**src/rtl/eye_track_pkg.sv**
```systemverilog
// Package: shared types for the eye-centring tracker.
// Assumes nothing beyond IEEE 1800-2017 enums.
package eye_track_pkg;
    // Sequencer phase: reload monitor, let delay settle, compare a block.
    typedef enum logic [1:0] {
        ST_LOAD   = 2'd0,
        ST_SETTLE = 2'd1,
        ST_CMP    = 2'd2
    } seq_state_t;
endpackage

```
**src/rtl/eye_track_cmp.sv**
```systemverilog
// Module: block comparator. Counts BLOCK strobed samples and records
// whether any bit differed between the main and monitor words.
// Assumes clr is pulsed before each block; en is high only while comparing.
module eye_track_cmp #(
    parameter int DW    = 8,
    parameter int BLOCK = 64
) (
    input  logic          clk,
    input  logic          rst_n,
    input  logic          clr,
    input  logic          en,
    input  logic          vld,
    input  logic [DW-1:0] a_word,
    input  logic [DW-1:0] b_word,
    output logic          blk_done,
    output logic          blk_err
);
    localparam int CW = (BLOCK > 1) ? $clog2(BLOCK) : 1;

    logic [CW-1:0] cnt;
    logic          sticky;
    logic          take;
    logic          miss;

    // Qualify the sample and detect a bit difference.
    always_comb begin
        take     = en && vld;
        miss     = take && (a_word != b_word);
        blk_done = take && (cnt == CW'(BLOCK - 1));
        blk_err  = sticky || miss;
    end

    // Sample counter and sticky mismatch flag.
    always_ff @(posedge clk) begin
        if (!rst_n || clr) begin
            cnt    <= '0;
            sticky <= 1'b0;
        end else if (take) begin
            cnt    <= cnt + 1'b1;
            sticky <= sticky || miss;
        end
    end


    idle_hold_chk: assert property (@(posedge clk) disable iff (!rst_n)
        (!vld && !clr) |=> ($stable(cnt) && $stable(sticky)));
endmodule

```
**src/rtl/eye_track_seq.sv**
```systemverilog
// Module: sweep sequencer. Loads the monitor tap at main+OFFSET then
// main-OFFSET, waits SETTLE cycles, runs one compare block, repeats.
// Assumes main_tap is kept within OFFSET..MAX-OFFSET by the stepper.
module eye_track_seq
    import eye_track_pkg::*;
#(
    parameter int TAPW   = 5,
    parameter int OFFSET = 2,
    parameter int SETTLE = 8,
    parameter int INIT   = 16
) (
    input  logic            clk,
    input  logic            rst_n,
    input  logic [TAPW-1:0] main_tap,
    input  logic            blk_done,
    input  logic            blk_err,
    output logic            cmp_en,
    output logic            blk_clr,
    output logic            decide,
    output logic            err_plus,
    output logic            err_minus,
    output logic [TAPW-1:0] mon_tap,
    output logic            mon_load
);
    localparam int SW = (SETTLE > 1) ? $clog2(SETTLE) : 1;

    seq_state_t  st;
    logic        side_neg;
    logic [SW-1:0] wait_cnt;

    // Decode phase-dependent controls.
    always_comb begin
        cmp_en    = (st == ST_CMP);
        blk_clr   = (st == ST_LOAD);
        decide    = cmp_en && blk_done && side_neg;
        err_minus = blk_err;
    end

    // Phase machine, monitor tap register and plus-side result.
    always_ff @(posedge clk) begin
        if (!rst_n) begin
            st       <= ST_LOAD;
            side_neg <= 1'b0;
            mon_tap  <= TAPW'(INIT);
            mon_load <= 1'b0;
            wait_cnt <= '0;
            err_plus <= 1'b0;
        end else begin
            mon_load <= 1'b0;
            case (st)
                ST_LOAD: begin
                    mon_tap  <= side_neg ? main_tap - TAPW'(OFFSET)
                                         : main_tap + TAPW'(OFFSET);
                    mon_load <= 1'b1;
                    wait_cnt <= '0;
                    st       <= ST_SETTLE;
                end
                ST_SETTLE: begin
                    if (wait_cnt == SW'(SETTLE - 1)) st <= ST_CMP;
                    else wait_cnt <= wait_cnt + 1'b1;
                end
                ST_CMP: begin
                    if (blk_done) begin
                        if (!side_neg) err_plus <= blk_err;
                        side_neg <= ~side_neg;
                        st       <= ST_LOAD;
                    end
                end
                default: st <= ST_LOAD;
            endcase
        end
    end


    mon_offset_chk: assert property (@(posedge clk) disable iff (!rst_n)
        mon_load |-> (mon_tap == main_tap + TAPW'(OFFSET) ||
                      mon_tap == main_tap - TAPW'(OFFSET)));

    settle_gap_chk: assert property (@(posedge clk) disable iff (!rst_n)
        mon_load |-> !cmp_en);
endmodule

```
**src/rtl/eye_track_step.sv**
```systemverilog
// Module: main tap stepper. On each decision moves the main tap one
// step away from the mismatching side, clamped, or flags a narrow eye.
// Assumes decide is a single-cycle pulse at the end of the minus block.
module eye_track_step #(
    parameter int TAPW   = 5,
    parameter int OFFSET = 2,
    parameter int INIT   = 16
) (
    input  logic            clk,
    input  logic            rst_n,
    input  logic            decide,
    input  logic            err_plus,
    input  logic            err_minus,
    output logic [TAPW-1:0] main_tap,
    output logic            main_load,
    output logic            eye_narrow
);
    localparam int TAP_MAX = (1 << TAPW) - 1;
    localparam int LO      = OFFSET;
    localparam int HI      = TAP_MAX - OFFSET;

    int  want;
    logic move;

    // Candidate next tap and whether it is inside the clamp range.
    always_comb begin
        want = int'(main_tap);
        if (err_plus && !err_minus) want = int'(main_tap) - 1;
        if (err_minus && !err_plus) want = int'(main_tap) + 1;
        move = (want != int'(main_tap)) && (want >= LO) && (want <= HI);
    end

    // Main tap register, its load strobe and the narrow-eye flag.
    always_ff @(posedge clk) begin
        if (!rst_n) begin
            main_tap   <= TAPW'(INIT);
            main_load  <= 1'b0;
            eye_narrow <= 1'b0;
        end else begin
            main_load <= 1'b0;
            if (decide) begin
                eye_narrow <= err_plus && err_minus;
                if (move) begin
                    main_tap  <= TAPW'(want);
                    main_load <= 1'b1;
                end
            end
        end
    end


    tap_range_chk: assert property (@(posedge clk) disable iff (!rst_n)
        (int'(main_tap) >= LO) && (int'(main_tap) <= HI));

    single_step_chk: assert property (@(posedge clk) disable iff (!rst_n)
        main_load |-> (main_tap == $past(main_tap) + 1'b1 ||
                       main_tap == $past(main_tap) - 1'b1));

    narrow_hold_chk: assert property (@(posedge clk) disable iff (!rst_n)
        $rose(eye_narrow) |-> $stable(main_tap));
endmodule

```
**src/rtl/eye_track_top.sv**
```systemverilog
// Module: eye-centring tracker top. Wires the block comparator, the
// sweep sequencer and the main tap stepper.
// Assumes both sample words belong to the same bit time when sample_vld is high.
module eye_track_top #(
    parameter int DW     = 8,
    parameter int TAPW   = 5,
    parameter int OFFSET = 2,
    parameter int BLOCK  = 64,
    parameter int SETTLE = 8,
    parameter int INIT   = 16
) (
    input  logic            clk,
    input  logic            rst_n,
    input  logic            sample_vld,
    input  logic [DW-1:0]   main_word,
    input  logic [DW-1:0]   mon_word,
    output logic [TAPW-1:0] main_tap,
    output logic            main_load,
    output logic [TAPW-1:0] mon_tap,
    output logic            mon_load,
    output logic            eye_narrow
);
    logic blk_clr, cmp_en, blk_done, blk_err;
    logic decide, err_plus, err_minus;

    eye_track_cmp #(.DW(DW), .BLOCK(BLOCK)) u_cmp (
        .clk(clk), .rst_n(rst_n), .clr(blk_clr), .en(cmp_en),
        .vld(sample_vld), .a_word(main_word), .b_word(mon_word),
        .blk_done(blk_done), .blk_err(blk_err)
    );

    eye_track_seq #(.TAPW(TAPW), .OFFSET(OFFSET), .SETTLE(SETTLE), .INIT(INIT)) u_seq (
        .clk(clk), .rst_n(rst_n), .main_tap(main_tap),
        .blk_done(blk_done), .blk_err(blk_err),
        .cmp_en(cmp_en), .blk_clr(blk_clr), .decide(decide),
        .err_plus(err_plus), .err_minus(err_minus),
        .mon_tap(mon_tap), .mon_load(mon_load)
    );

    eye_track_step #(.TAPW(TAPW), .OFFSET(OFFSET), .INIT(INIT)) u_step (
        .clk(clk), .rst_n(rst_n), .decide(decide),
        .err_plus(err_plus), .err_minus(err_minus),
        .main_tap(main_tap), .main_load(main_load), .eye_narrow(eye_narrow)
    );


    reload_after_step_chk: assert property (@(posedge clk) disable iff (!rst_n)
        main_load |=> (mon_load && mon_tap == main_tap + TAPW'(OFFSET)));
endmodule

```
**config.mk**
```make
export PLATFORM = sky130hd
export DESIGN_NAME = eye_track_top
export DESIGN_NICKNAME = d
export VERILOG_FILES = /design/src/rtl/eye_track_pkg.sv /design/src/rtl/eye_track_cmp.sv /design/src/rtl/eye_track_seq.sv /design/src/rtl/eye_track_step.sv /design/src/rtl/eye_track_top.sv
export SDC_FILE = /design/constraint.sdc
export NUM_CORES = 1
export LEC_CHECK = 0
export CAP_MARGIN = 40
export CORE_UTILIZATION = 30
export CTS_BUF_LIST = sky130_fd_sc_hd__clkbuf_4
export CTS_CLUSTER_DIAMETER = 150
export DETAILED_ROUTE_END_ITERATION = 8
export DONT_BUFFER_PORTS = 1
export PLACE_DENSITY = 0.49
export SLEW_MARGIN = 20
export SYNTH_ARGS = -nofsm -noshare
export SYNTH_HDL_FRONTEND = slang
export SYNTH_SLANG_ARGS = --single-unit
```
**constraint.sdc**
```tcl
create_clock -name clk -period 8 [get_ports clk]
set_input_delay 0 -clock clk [delete_from_list [all_inputs] [get_ports clk]]
set_output_delay 0 -clock clk [all_outputs]
set_load 0.05 [all_outputs]
```
* Word-level counts from Yosys, hierarchy flattened
Index checks and enable logic that the tools add are counted.
Word-level totals: output and inout port bits 13, word-level logic and storage cells 62, register bits 27
Operators by class: eq/ne operators 9, muxes and demuxes 10, bitwise gates (word level) 1, reduce and logical (&&, ||, !) cells 23, magnitude comparators 2, $add $sub $neg 6
Operators with widths (number):
- 32-bit two-way mux | 2
- 32-bit by 3-bit >= comparator with 1-bit output, second input constant | 1
- 32-bit by 6-bit <= comparator with 1-bit output, second input constant | 1
- 32-bit by 6-bit != test with 1-bit output | 1
- 1-bit logical AND | 10
- 2-bit AND reduction | 5
- 8-bit != test | 1
- 5-bit by 1-bit adder with 6-bit output, second input constant | 1
- 6-bit by 1-bit adder with 6-bit output, second input constant | 1
- 6-bit == test, second input constant | 1
- 2-bit case mux with 3 select lines | 1
- 3-bit case mux with 2 select lines | 1
- 5-bit by 1-bit subtractor with 6-bit output, second input constant | 1
- 5-bit by 2-bit adder with 5-bit output, second input constant | 1
- 5-bit two-way mux | 1
- 5-bit by 2-bit subtractor with 5-bit output, second input constant | 1
- 2-bit two-way mux | 2
- 2-bit by 1-bit != test with 1-bit output, second input constant | 2
- 3-bit by 1-bit adder with 3-bit output, second input constant | 1
- 3-bit == test, second input constant | 1
- 1-bit zero test | 3
- 3-bit two-way mux | 1
- 3-bit AND reduction | 1
- 2-bit by 1-bit == test with 1-bit output, second input constant | 1
- other kinds (7) | 9

* Longest topological paths before layout
Gate-level depths: netlist of the first run.
depth after elaboration 12, gate-level depth with buffers 11

* Hierarchy
From an unflattened synthesis of the first run, not the netlist that was laid out.
Second synthesis, totals: cell total of the unflattened synthesis 176, area, all modules 1589.0 µm²
By module, submodules not included:
- eye_track_seq | cells an instance 69, sequential area each 260.2 µm², instances 1, area an instance 649.4 µm²
- eye_track_step | cells an instance 62, sequential area each 140.1 µm², instances 1, area an instance 551.8 µm²
- eye_track_cmp | cells an instance 45, sequential area each 140.1 µm², instances 1, area an instance 387.9 µm²

* Least setup slack after synthesis of the first run
Ideal clock, no wire load.
path type register to register, start reg u_step.main_tap[1], end reg u_step.main_tap[2], data arrival time 2.898 ns, clock period less this slack 3.014 ns, slack 4.986 ns, stages on the path, launching flop included 12, library setup time 0.116 ns, required time 7.884 ns, path through dfxtp_1 clkbuf_1 inv_1 ha_1 nand2_1 nor4_2 a2111oi_4 nand3_2 or4b_4 a211oi_4 nor3_2 o211a_1
On the way: longest elaborated chain between the ends 7, elaborated cells between the ends (all ways) 10, classes of those cells add/sub: 2; order compare: 2; eq/ne: 1; mux: 2; reduce/logical: 3
RTL lines:
- from (decl) | RTL line eye_track_step.sv:14 | output logic [TAPW-1:0] main_tap,
- from (signal assigned) | RTL line eye_track_step.sv:36 | main_tap <= TAPW'(INIT);
- from (signal assigned) | RTL line eye_track_step.sv:44 | main_tap <= TAPW'(want);
- 5-bit by 1-bit subtractor with 6-bit output | RTL line eye_track_step.sv:28 | if (err_plus && !err_minus) want = int'(main_tap) - 1;
- 32-bit two-way mux | RTL line eye_track_step.sv:28
- 32-bit two-way mux | RTL line eye_track_step.sv:29 | if (err_minus && !err_plus) want = int'(main_tap) + 1;
- 32-bit by 3-bit >= comparator with 1-bit output or 32-bit by 6-bit != test with 1-bit output (tied branches) | RTL line eye_track_step.sv:30 | move = (want != int'(main_tap)) && (want >= LO) && (want <= HI);
- 1-bit logical AND (2 in a row) | RTL line eye_track_step.sv:30
- 2-bit AND reduction (no line)
Several ways; a longest one is shown, not always the timed one. A chain may end at the register's enable or synchronous reset.

* Worst setup path after layout of the first run
Ends and elaborated chain as after synthesis.

==> flow_summary_export.csv, run 1 <==
group,metric,value,unit
run_status,status,"completed",
die,core-area,5640,µm²
setup_path,slowest_stage,"dfxtp_1",
final_layout,antennaDiodeCount,0,
setup_path,reg2reg_depth,10,
clock_tree,htreeDepth,1,
clock_tree,clock-sinks,27,
logic_synthesis,synth-seq-area-share,0.301,
die,ios,32,
sta,timing.final.crit_period,3.24,ns
final_layout,layout_common_cells,"dfxtp_1 (27), nor2_1 (25), nand2_1 (21)",
setup_path,cp_max_fo,11,
sta,fin_crit_sh,0.406,
sta,fmax,0.308,GHz
global_routing,overflow,0,
pwr,power,0.225,mW
sta,rsz0062_at_grt,"false",
route,route.detailed.drc,0,
route,wl_per_cell,14.4,µm
route,dr.pass1.iters,4,
setup_path,cp.arrival,3.50,ns
min_path,holdPathStages,2,
global_routing,antenna_found_initial,0,
logic_synthesis,ys_async_sr_fraction,0,
place,place_ws,4.76,ns
sta,finalWorstSetupSlack,4.76,ns
logic_synthesis,yosysWarnings,0,
sta,tns,0,ns
sta,fin_worst_skew,0.0116,ns
logic_synthesis,synth-seq-cells,27,
clock_tree,clk_latency,0.34,ns
setup_path,path_cells,"inv_1, ha_1, nand2_1, nor3b_1, o211ai_1, nand3_2, a21bo_2, nor4bb_4, nor3_2, o211a_1",
pwr,ir_drop,0.0000690,V
sta,slew_viol_final,0,
logic_synthesis,synth_edf_count,0,
global_routing,grt_max_degree,19,
sta,worstMarginPinSlew,0.837,ns
global_routing,grt_pass1_wl,6890,µm
logic_synthesis,yosysUniqueCellTypes,57,
final_layout,design_area,1890,µm²
clock_tree,numCtsBuffers,3,
clock_tree,cts_buffer_depth,2,
route,wl,3970,µm
final_layout,drive_above_1_share,0.0931,
route,vias,1430,
final_layout,final_common_cell,"dfxtp_1",
logic_synthesis,syn_area_per_cell,8.60,µm²
final_layout,area_growth_syn_to_layout,5.22,%
route,drtIter0Drc,76,
place,dpl.hpwl,2990,µm
global_routing,first_global_vias,1412,
place,gp_congestion,0.764,
setup_path,required,8.25,ns
final_layout,fillers,597,
setup_path,end_kind,"flop",
die,die-area,6300,µm²
sta,fin_hold_ws,0.0586,ns
pwr,p_leak,0.704,nW
setup_path,slowest_delay,0.90,ns
route,routed_via_density,5.18,
pwr,p_per_area,119,nW/µm²
clock_tree,clk_pin_slew,0.18,ns
final_layout,fin_nets,232,
logic_synthesis,synthesis.area,1800,µm²
sta,hold_viol_final,0,
job,maxCapViolCount,0,
logic_synthesis,ys.flop_type,"dfxtp_1",
logic_synthesis,syn-num-nets,236,
setup_path,cp-start-kind,"flop",
setup_path,critPathKind,"reg -> reg",
route,ant_nets,0,
clock_tree,root_buffer,"clkbuf_4",
global_routing,track_usage,0.140,
die,initial_core_util,0.318,
clock_tree,tritoncts,"built",
die,die_width,79.4,µm
clock_tree,postCtsSetupBuffers,0,
die,die_h,79.4,µm
logic_synthesis,synth_cells,209,
min_path,min_path_type,"in -> reg",
place,portBuffers,0,
sta,slew-limit-headroom,0.441,
die,row_count,27,
place,place_area,1840,µm²
sta,setup_violations,0,
-- timing repair --
item / 4_1_cts / 5_1_grt
hold buffers: 2 / 0
hold endpoints to repair: 11 / 0
gates resized for setup: 0 / 0
-- metrics by stage --
step                       util  std cells
after floorplan               -        209
after global routing      0.335        276
after CTS                 0.335        276
after detailed placement  0.326        270
after global placement    0.323        269
final                     0.335        276
-- layer usage --
metal	vias to the layer above	part of all wire	global-route usage
met5	-	0	0
met4	0	0.0035	0.0182
met3	2	0.031	0.0343
met2	19	0.47	0.234
met1	658	0.50	0.185
li1	751	-	-
-- cell type report --
class / instances / area (µm²) / area share
Inverter: 8 / 30.0 / 0.0159
Tap cell: 72 / 90.1 / 0.0477
Clock inverter: 1 / 8.76 / 0.00463
Timing Repair Buffer: 3 / 35.0 / 0.0185
Sequential cell: 27 / 541 / 0.286
Clock buffer: 3 / 22.5 / 0.0119
Multi-Input combinational cell: 162 / 1160 / 0.615
-- sequential cells by signal, summed over array words and instances (netlist names) --
register and cells:
u_cmp.cnt 6, u_cmp.sticky 1, u_seq.err_plus 1, u_seq.mon_load 1
u_seq.mon_tap 5, u_seq.side_neg 1, u_seq.st 2, u_seq.wait_cnt 3
u_step.eye_narrow 1, u_step.main_load 1, u_step.main_tap 5
-- synthesized netlist by cell type, drive strengths merged (2+ instances only) --
cell type  count  share of area
a211o          2         0.0098
a211oi         4          0.024
a21o           2         0.0084
a21oi         10          0.034
a22o           2         0.0098
a22oi          4          0.017
a311oi         2         0.0098
and2           2         0.0070
and3           4          0.014
and4           4          0.022
buf            7          0.024
clkbuf         5          0.010
dfxtp         27           0.30
ha             7          0.049
inv            8          0.017
nand2         21          0.044
nand2b         2         0.0070
nand3          4          0.014
nand3b         3          0.019
nand4          3          0.010
nor2          25          0.052
nor3          10          0.031
nor3b          2         0.0084
nor4           2          0.010
o211ai         3          0.013
o21a           2         0.0084
o221ai         2         0.0098
o22ai          3          0.010
o31ai          2         0.0084
or4            2         0.0084
xnor2         15          0.073
xor2           2         0.0098
-- power breakdown --
| group | internal [mW] | leakage (nW) | switching, mW |
|---|---|---|---|
| Clock | 0.0204 | 0.0183 | 0.0478 |
| Combinational | 0.00711 | 0.467 | 0.00805 |
| Sequential | 0.136 | 0.219 | 0.00550 |
| Total | 0.164 | 0.704 | 0.0614 |
-- kinds of logic (layout without fill, tap and decap cells) --
family / after synthesis / count (layout) / synth area share
compound gates: 46 / 46 / 0.212
flops: 27 / 27 / 0.301
fa+ha+maj: 8 / 8 / 0.0599
mux: 2 / 2 / 0.0118
buf+inv: 20 / 15 / 0.0515
xor+xnor: 17 / 17 / 0.0829
simple gates: 89 / 89 / 0.281
-- worst max-delay path, delay by kind of cell (launching register included) --
family / cells / cell delay [ns]
adders and majority gates: 1 / 0.24
buffers and inverters: 1 / 0.21
and+or+nand+nor: 5 / 1.15
AOI/OAI and AO/OA: 3 / 0.65
DFF: 1 / 0.90
-- worst paths after layout --
check | slack [ns] | start | to
max | 4.76 | u_step.main_tap[1]$_SDFFE_PN0P_ | u_step.main_tap[2]$_SDFFE_PN0P_
min | 0.06 | rst_n | u_step.eye_narrow$_SDFFE_PN0P_
max reg2reg | 4.76 | u_step.main_tap[1]$_SDFFE_PN0P_ | u_step.main_tap[2]$_SDFFE_PN0P_
min reg2reg | 0.49 | u_cmp.cnt[1]$_SDFFE_PP0P_ | u_cmp.cnt[1]$_SDFFE_PP0P_
Note: power is estimated with default switching activity, not from simulation.
==> run 2: changes to the inputs <==
--- a/config.mk
+++ b/config.mk
@@ -5,6 +5,7 @@
 export SDC_FILE = /design/constraint.sdc
 export NUM_CORES = 1
 export LEC_CHECK = 0
+export ABC_AREA = 1
 export CAP_MARGIN = 40
 export CORE_UTILIZATION = 30
 export CTS_BUF_LIST = sky130_fd_sc_hd__clkbuf_4
==> constraint.sdc (replaced) <==
create_clock -name clk -period 3.39 [get_ports clk]
set_input_delay 0 -clock clk [delete_from_list [all_inputs] [get_ports clk]]
set_output_delay 0 -clock clk [all_outputs]
set_load 0.05 [all_outputs]
==> run 2 against run 1 <==
Synthesized area fell by 5.5%. First-iteration DRC count is 20% lower. Sequential share of layout area rose by 1.0 points. Synthesized cell count is 12% higher. Cell area down 3.4%. Maximum frequency rose by 37%. Cell count grew 12%. Count of clock-buffer cells in the layout unchanged. Setup slack got worse by 3.7 ns. Global-route usage down 2.0 points.
==> flow_summary_export.csv, run 2 <==
group,metric,value,unit
sta,hold_viol_final,0,
setup_path,cpMostUsedCell,"nand2_1",
pwr,p_per_area,284,nW/µm²
final_layout,final_common_cell,"nand2_1",
place,placed_cells,304,
clock_tree,holdBufCountCts,2,
sta,fin_worst_skew,0.00249,ns
setup_path,path_cells,"inv_1, ha_1, nand3_1, xnor2_1, nand4_1, nand2_1, nand2_1, nand2_1, nand2_1, nand2_2, nand2_4, a21oi_1, nor2_1",
place,dpl.hpwl,2710,µm
place,place_area,1780,µm²
sta,setup_violations,0,
sta,timing.final.crit_period,2.37,ns
clock_tree,htreeDepth,1,
sta,fin_crit_sh,0.699,
setup_path,critical_path_buf_inv_count,1,
logic_synthesis,ys_async_sr_fraction,0,
sta,slew-limit-headroom,0.514,
sta,fmax,0.422,GHz
setup_path,required,3.64,ns
setup_path,critPathKind,"reg -> reg",
logic_synthesis,synth-seq-area-share,0.318,
final_layout,top_register,"u_cmp.cnt",
final_layout,fillers,613,
setup_path,cp_top_family,"flip-flops",
logic_synthesis,syn-num-nets,261,
die,die-area,5960,µm²
pwr,p_leak,0.777,nW
route,dr.pass1.iters,4,
clock_tree,postCtsSetupBuffers,0,
clock_tree,clock-sinks,27,
route,route.detailed.drc,0,
place,portBuffers,0,
logic_synthesis,synth_cells,234,
logic_synthesis,synthTopCellsByCount,"nand2_1 (59), dfxtp_1 (27), inv_1 (25), nor2_1 (18), nand3_1 (17)",
sta,slew_viol_final,0,
logic_synthesis,yosysUniqueCellTypes,33,
logic_synthesis,yosysTopAreaCellShare,0.318,
pwr,ir_drop,0.000112,V
place,gp_congestion,0.782,
die,ios,32,
route,vias,1379,
setup_path,slowest_stage,"dfxtp_1",
job,maxCapViolCount,0,
die,initial_core_util,0.310,
die,die_width,77.2,µm
min_path,min_path_type,"in -> reg",
die,row_count,27,
die,die_h,77.2,µm
clock_tree,cts-resized-gates,0,
final_layout,top_regs,"u_cmp.cnt: 6 flops, u_seq.mon_tap: 5 flops, u_step.main_tap: 5 flops",
final_layout,drive_above_1_share,0.143,
setup_path,cp-start-kind,"flop",
final_layout,fin_nets,266,
route,wl,3360,µm
logic_synthesis,synth_top_area_cell,"dfxtp_1",
logic_synthesis,synthesis.area,1700,µm²
setup_path,cp.arrival,2.62,ns
logic_synthesis,synth_area_leaders,"dfxtp_1 (32%), nand2_1 (13%), inv_1 (5.5%)",
setup_path,r2r_slack,1.02,ns
sta,rsz0062_at_grt,"false",
clock_tree,root_buffer,"clkbuf_4",
route,wl_per_cell,10.8,µm
setup_path,end_kind,"flop",
sta,worstMarginPinSlew,0.728,ns
clock_tree,clk_pin_slew,0.16,ns
logic_synthesis,syn_area_per_cell,7.26,µm²
clock_tree,cts_buffer_depth,2,
logic_synthesis,synth_most_common_cell,"nand2_1",
global_routing,first_global_vias,1323,
global_routing,overflow,0,
route,drtIter0Drc,61,
logic_synthesis,yosysWarnings,0,
logic_synthesis,synth-seq-cells,27,
global_routing,antenna_found_initial,0,
clock_tree,tritoncts,"built",
die,core-area,5470,µm²
global_routing,track_usage,0.120,
sta,fin_hold_ws,0.226,ns
run_status,status,"completed",
sta,tns,0,ns
global_routing,grt_max_degree,17,
final_layout,layout_common_cells,"nand2_1 (59), dfxtp_1 (27), inv_1 (25)",
clock_tree,numCtsBuffers,3,
logic_synthesis,ys.flop_type,"dfxtp_1",
route,routed_via_density,4.45,
final_layout,design_area,1830,µm²
clock_tree,clk_latency,0.34,ns
setup_path,slowest_delay,0.83,ns
route,ant_nets,0,
final_layout,largest_reg_flops,6,
global_routing,grt_pass1_wl,5860,µm
final_layout,area_growth_syn_to_layout,7.59,%
setup_path,cp_max_fo,10,
final_layout,fin_cells,310,
logic_synthesis,synth_edf_count,0,
final_layout,antennaDiodeCount,0,
[run 2: changes by cell type after synthesis, moves of 7 or more]
cell / delta
nand2_1: +38
inv_1: +17
nand3_1: +14
inv_2: +9
nor2_1: -7
xnor2_1: -7
[run 2: kinds of logic (layout without fill, tap and decap cells)]
logic type                 after synthesis  after routing  synth area share
AOI/OAI and AO/OA                       26             26            0.0906
xor gates and xnor gates                14             14            0.0722
adders and majority gates                8              8            0.0634
buffers and inverters                   40             44            0.0973
DFF                                     27             27             0.318
and+or+nand+nor                        119            119             0.358
[run 2: worst register-to-register path, stage by stage, from the launching register on]
cell	delay, ns
dfxtp_1	0.83
inv_1	0.21
ha_1	0.26
nand3_1	0.11
xnor2_1	0.12
nand4_1	0.11
nand2_1	0.10
nand2_1	0.05
nand2_1	0.08
nand2_1	0.07
nand2_2	0.08
nand2_4	0.09
a21oi_1	0.14
nor2_1	0.06
[run 2: final cells by class]
type / instances / area [µm²] / area share
well taps: 72 / 90.1 / 0.0493
flip-flops and latches: 27 / 541 / 0.296
multi-input cells: 167 / 992 / 0.543
inverters: 35 / 131 / 0.0719
clock buffers: 3 / 22.5 / 0.0123
clock inverters: 1 / 7.51 / 0.00411
repair buffers: 5 / 42.5 / 0.0233
[run 2: per-layer routing]
layer,GRT usage,routed length [µm]
met1,0.150,1610
met2,0.212,1600
met3,0.0274,138
met4,0.0170,14
met5,0,0
[run 2: power breakdown]
part | internal [mW] | switching (mW)
logic | 0.0134 | 0.0195
clock network | 0.0452 | 0.107
registers | 0.323 | 0.0108
[run 2: per-stage QoR]
stage / utilization / power, mW / setup slack, ns
3_3_place_gp: 0.325 / 0.369 / 1.07
3_5_place_dp: 0.325 / 0.369 / 1.05
5_1_grt: 0.334 / 0.548 / 0.770
6_report: 0.334 / 0.519 / 1.02
4_1_cts: 0.334 / 0.529 / 1.02
2_1_floorplan: - / 0.365 / 1.25
[run 2: worst paths after layout]
kind	start	end	cells past startpoint
setup reg to reg	u_step.main_tap[1]$_SDFFE_PN0P_	u_step.main_tap[0]$_SDFFE_PN0P_	13
hold / removal	main_word[6]	u_cmp.sticky$_SDFFE_PP0P_	8
hold reg to reg	u_seq.wait_cnt[0]$_SDFFE_PN0P_	u_seq.wait_cnt[0]$_SDFFE_PN0P_	1
setup / recovery	u_step.main_tap[1]$_SDFFE_PN0P_	u_step.main_tap[0]$_SDFFE_PN0P_	13
==> run 3: changes to the inputs <==
--- a/config.mk
+++ b/config.mk
@@ -5,14 +5,14 @@
 export SDC_FILE = /design/constraint.sdc
 export NUM_CORES = 1
 export LEC_CHECK = 0
-export ABC_AREA = 1
+export ABC_AREA = 0
 export CAP_MARGIN = 40
 export CORE_UTILIZATION = 30
 export CTS_BUF_LIST = sky130_fd_sc_hd__clkbuf_4
 export CTS_CLUSTER_DIAMETER = 150
 export DETAILED_ROUTE_END_ITERATION = 8
 export DONT_BUFFER_PORTS = 1
-export PLACE_DENSITY = 0.49
+export PLACE_DENSITY = 0.5
 export SLEW_MARGIN = 20
 export SYNTH_ARGS = -nofsm -noshare
 export SYNTH_HDL_FRONTEND = slang
==> constraint.sdc (replaced) <==
create_clock -name clk -period 2.1 [get_ports clk]
set_input_delay 0 -clock clk [delete_from_list [all_inputs] [get_ports clk]]
set_output_delay 0 -clock clk [all_outputs]
set_load 0.05 [all_outputs]
==> run 3 against run 2 <==
Highest routed layer unchanged. Total power rose by 62%. Maximum frequency shrank 1.2%. Count of clock-buffer cells in the layout stayed put. Largest cell class unchanged. Clock skew is 0.0042 ns higher. Non-clock buffer count increased by 51. The flow now finishes with violations (setup timing). Combinational power increased by 95%. Critical path depth decreased by 3. Via count grew 18%. Sequential power grew 61%. Cell count grew 6.1%.
==> flow_summary_export.csv, run 3 (synthesis results as in run 1) <==
group,metric,value,unit
route,route.met3.wl,146,µm
route,vias,1623,
clock_tree,root_buffer,"clkbuf_4",
place,place_ws,-0.394,ns
final_layout,antennaDiodeCount,0,
job,maxCapViolCount,0,
place,gp_congestion,0.760,
route,wl,4450,µm
final_layout,regArea,554,µm²
place,dpl.hpwl,3460,µm
final_layout,fin_nets,285,
setup_path,cp-start-kind,"flop",
route,wl_per_cell,13.5,µm
setup_path,slowest_delay,0.53,ns
sta,worstMarginPinSlew,0.584,ns
die,die_h,79.4,µm
route,dr.pass1.iters,4,
clock_tree,htreeDepth,1,
pwr,p_leak,0.981,nW
final_layout,multiInputGateArea,1260,µm²
sta,slew_viol_final,0,
route,ant_nets,0,
clock_tree,clock-sinks,27,
run_status,status,"complete, but fails checks",
final_layout,top_regs,"u_cmp.cnt: 6 flops, u_seq.mon_tap: 5 flops, u_step.main_tap: 5 flops",
die,core-area,5640,µm²
min_path,min_from,"rst_n",
clock_tree,tritoncts,"built",
sta,fin_worst_skew,0.00668,ns
setup_path,slowest_stage,"or4b_4",
global_routing,grt_max_degree,18,
clock_tree,clk_pin_slew,0.16,ns
clock_tree,cts_buffer_depth,2,
setup_path,path_cells,"inv_4, ha_4, nand2_4, nor3b_4, a2111oi_4, nand3_2, or4b_4, a211oi_4, nor3_4, o211a_1",
global_routing,antenna_found_initial,0,
die,die-area,6300,µm²
final_layout,area_growth_syn_to_layout,33.4,%
route,top_layer,"met4",
die,die_width,79.4,µm
clock_tree,clk_latency,0.33,ns
final_layout,fin_cells,329,
sta,timing.final.crit_period,2.40,ns
setup_path,r2r_slack,-0.30,ns
sta,slew-limit-headroom,0.610,
sta,rsz0062_at_grt,"true",
global_routing,grt_pass1_wl,7480,µm
setup_path,reg2reg_from,"u_step.main_tap[0]$_SDFFE_PN0P_",
global_routing,track_usage,0.151,
sta,setup_violations,6,
pwr,p_per_area,351,nW/µm²
global_routing,first_global_vias,1561,
route,routed_via_density,4.93,
sta,finalWorstSetupSlack,-0.297,ns
route,drt-met1-wl,2170,µm
sta,fin_crit_sh,1.14,
setup_path,cp_max_fo,5,
place,portBuffers,0,
die,ios,32,
setup_path,critPathKind,"reg -> reg",
die,row_count,27,
sta,hold_viol_final,0,
clock_tree,numCtsBuffers,3,
final_layout,top_register,"u_cmp.cnt",
final_layout,layout_common_cells,"buf_4 (54), nor2_1 (25), nand2_1 (20), dfxtp_1 (20), xnor2_1 (15)",
route,route.detailed.drc,0,
sta,fmax,0.417,GHz
min_path,min_path_type,"in -> reg",
route,drtIter0Drc,67,
final_layout,final_common_cell,"buf_4",
final_layout,fillers,560,
setup_path,required,2.34,ns
pwr,power,0.841,mW
setup_path,end_kind,"flop",
setup_path,worstSetupStartpoint,"u_step.main_tap[0]$_SDFFE_PN0P_",
final_layout,drive_above_1_share,0.366,
setup_path,cp.arrival,2.64,ns
route,wl_met2,2110,µm
run_status,violations,"setup timing",
pwr,ir_drop,0.000382,V
global_routing,overflow,0,
place,placed_cells,318,
die,initial_core_util,0.318,
final_layout,largest_reg_flops,6,
run 3: area by class of cell:
cell class,instances,share of cell area
Clock buffer,3,0.00940
Inverter,8,0.0157
Timing Repair Buffer,56,0.178
Clock inverter,1,0.00366
Sequential cell,27,0.231
Multi-Input combinational cell,162,0.525
Tap cell,72,0.0376
run 3: where the power goes:
part           switching [mW]  internal, mW  leakage (nW)
Clock                   0.163        0.0777        0.0183
Combinational          0.0333        0.0306         0.740
Sequential             0.0191         0.517         0.223
Total                   0.216         0.625         0.981
run 3: through the flow:
stage                     TNS (ns)  hold WS, ns  instance area [µm²]   util
after floorplan              -1.94       0.0786                 1850      -
after global placement       -1.76       0.0934                 2240  0.397
after detailed placement     -1.88       0.0958                 2240  0.397
after CTS                    -1.42       0.0595                 2350  0.417
after global routing         -2.02       0.0901                 2400  0.425
final                        -1.44       0.0878                 2400  0.425
run 3: repair_timing:
item,in CTS,in global routing
hold endpoints to repair,11,0
hold buffers,2,0
setup endpoints to repair,6,6
resized for setup,11,7
pin swaps,5,3
buffers inserted,3,2
run 3: critical path, delay by kind of cell (launching register included):
family	cells	cell delay, ns
simple gates	5	0.93
fa+ha+maj	1	0.13
buf+inv	1	0.06
compound gates	3	0.79
flops	1	0.40
run 3: metal layers:
metal	track usage	vias up
li1	-	856
met1	0.206	745
met2	0.246	20
met3	0.0274	2
met4	0.0364	0
met5	0	-
run 3: worst paths after layout:
kind,end,cells past startpoint
min reg2reg,u_cmp.cnt[1]$_SDFFE_PP0P_,2
max,u_step.main_tap[2]$_SDFFE_PN0P_,10
max reg2reg,u_step.main_tap[2]$_SDFFE_PN0P_,10
min,u_seq.wait_cnt[1]$_SDFFE_PN0P_,2
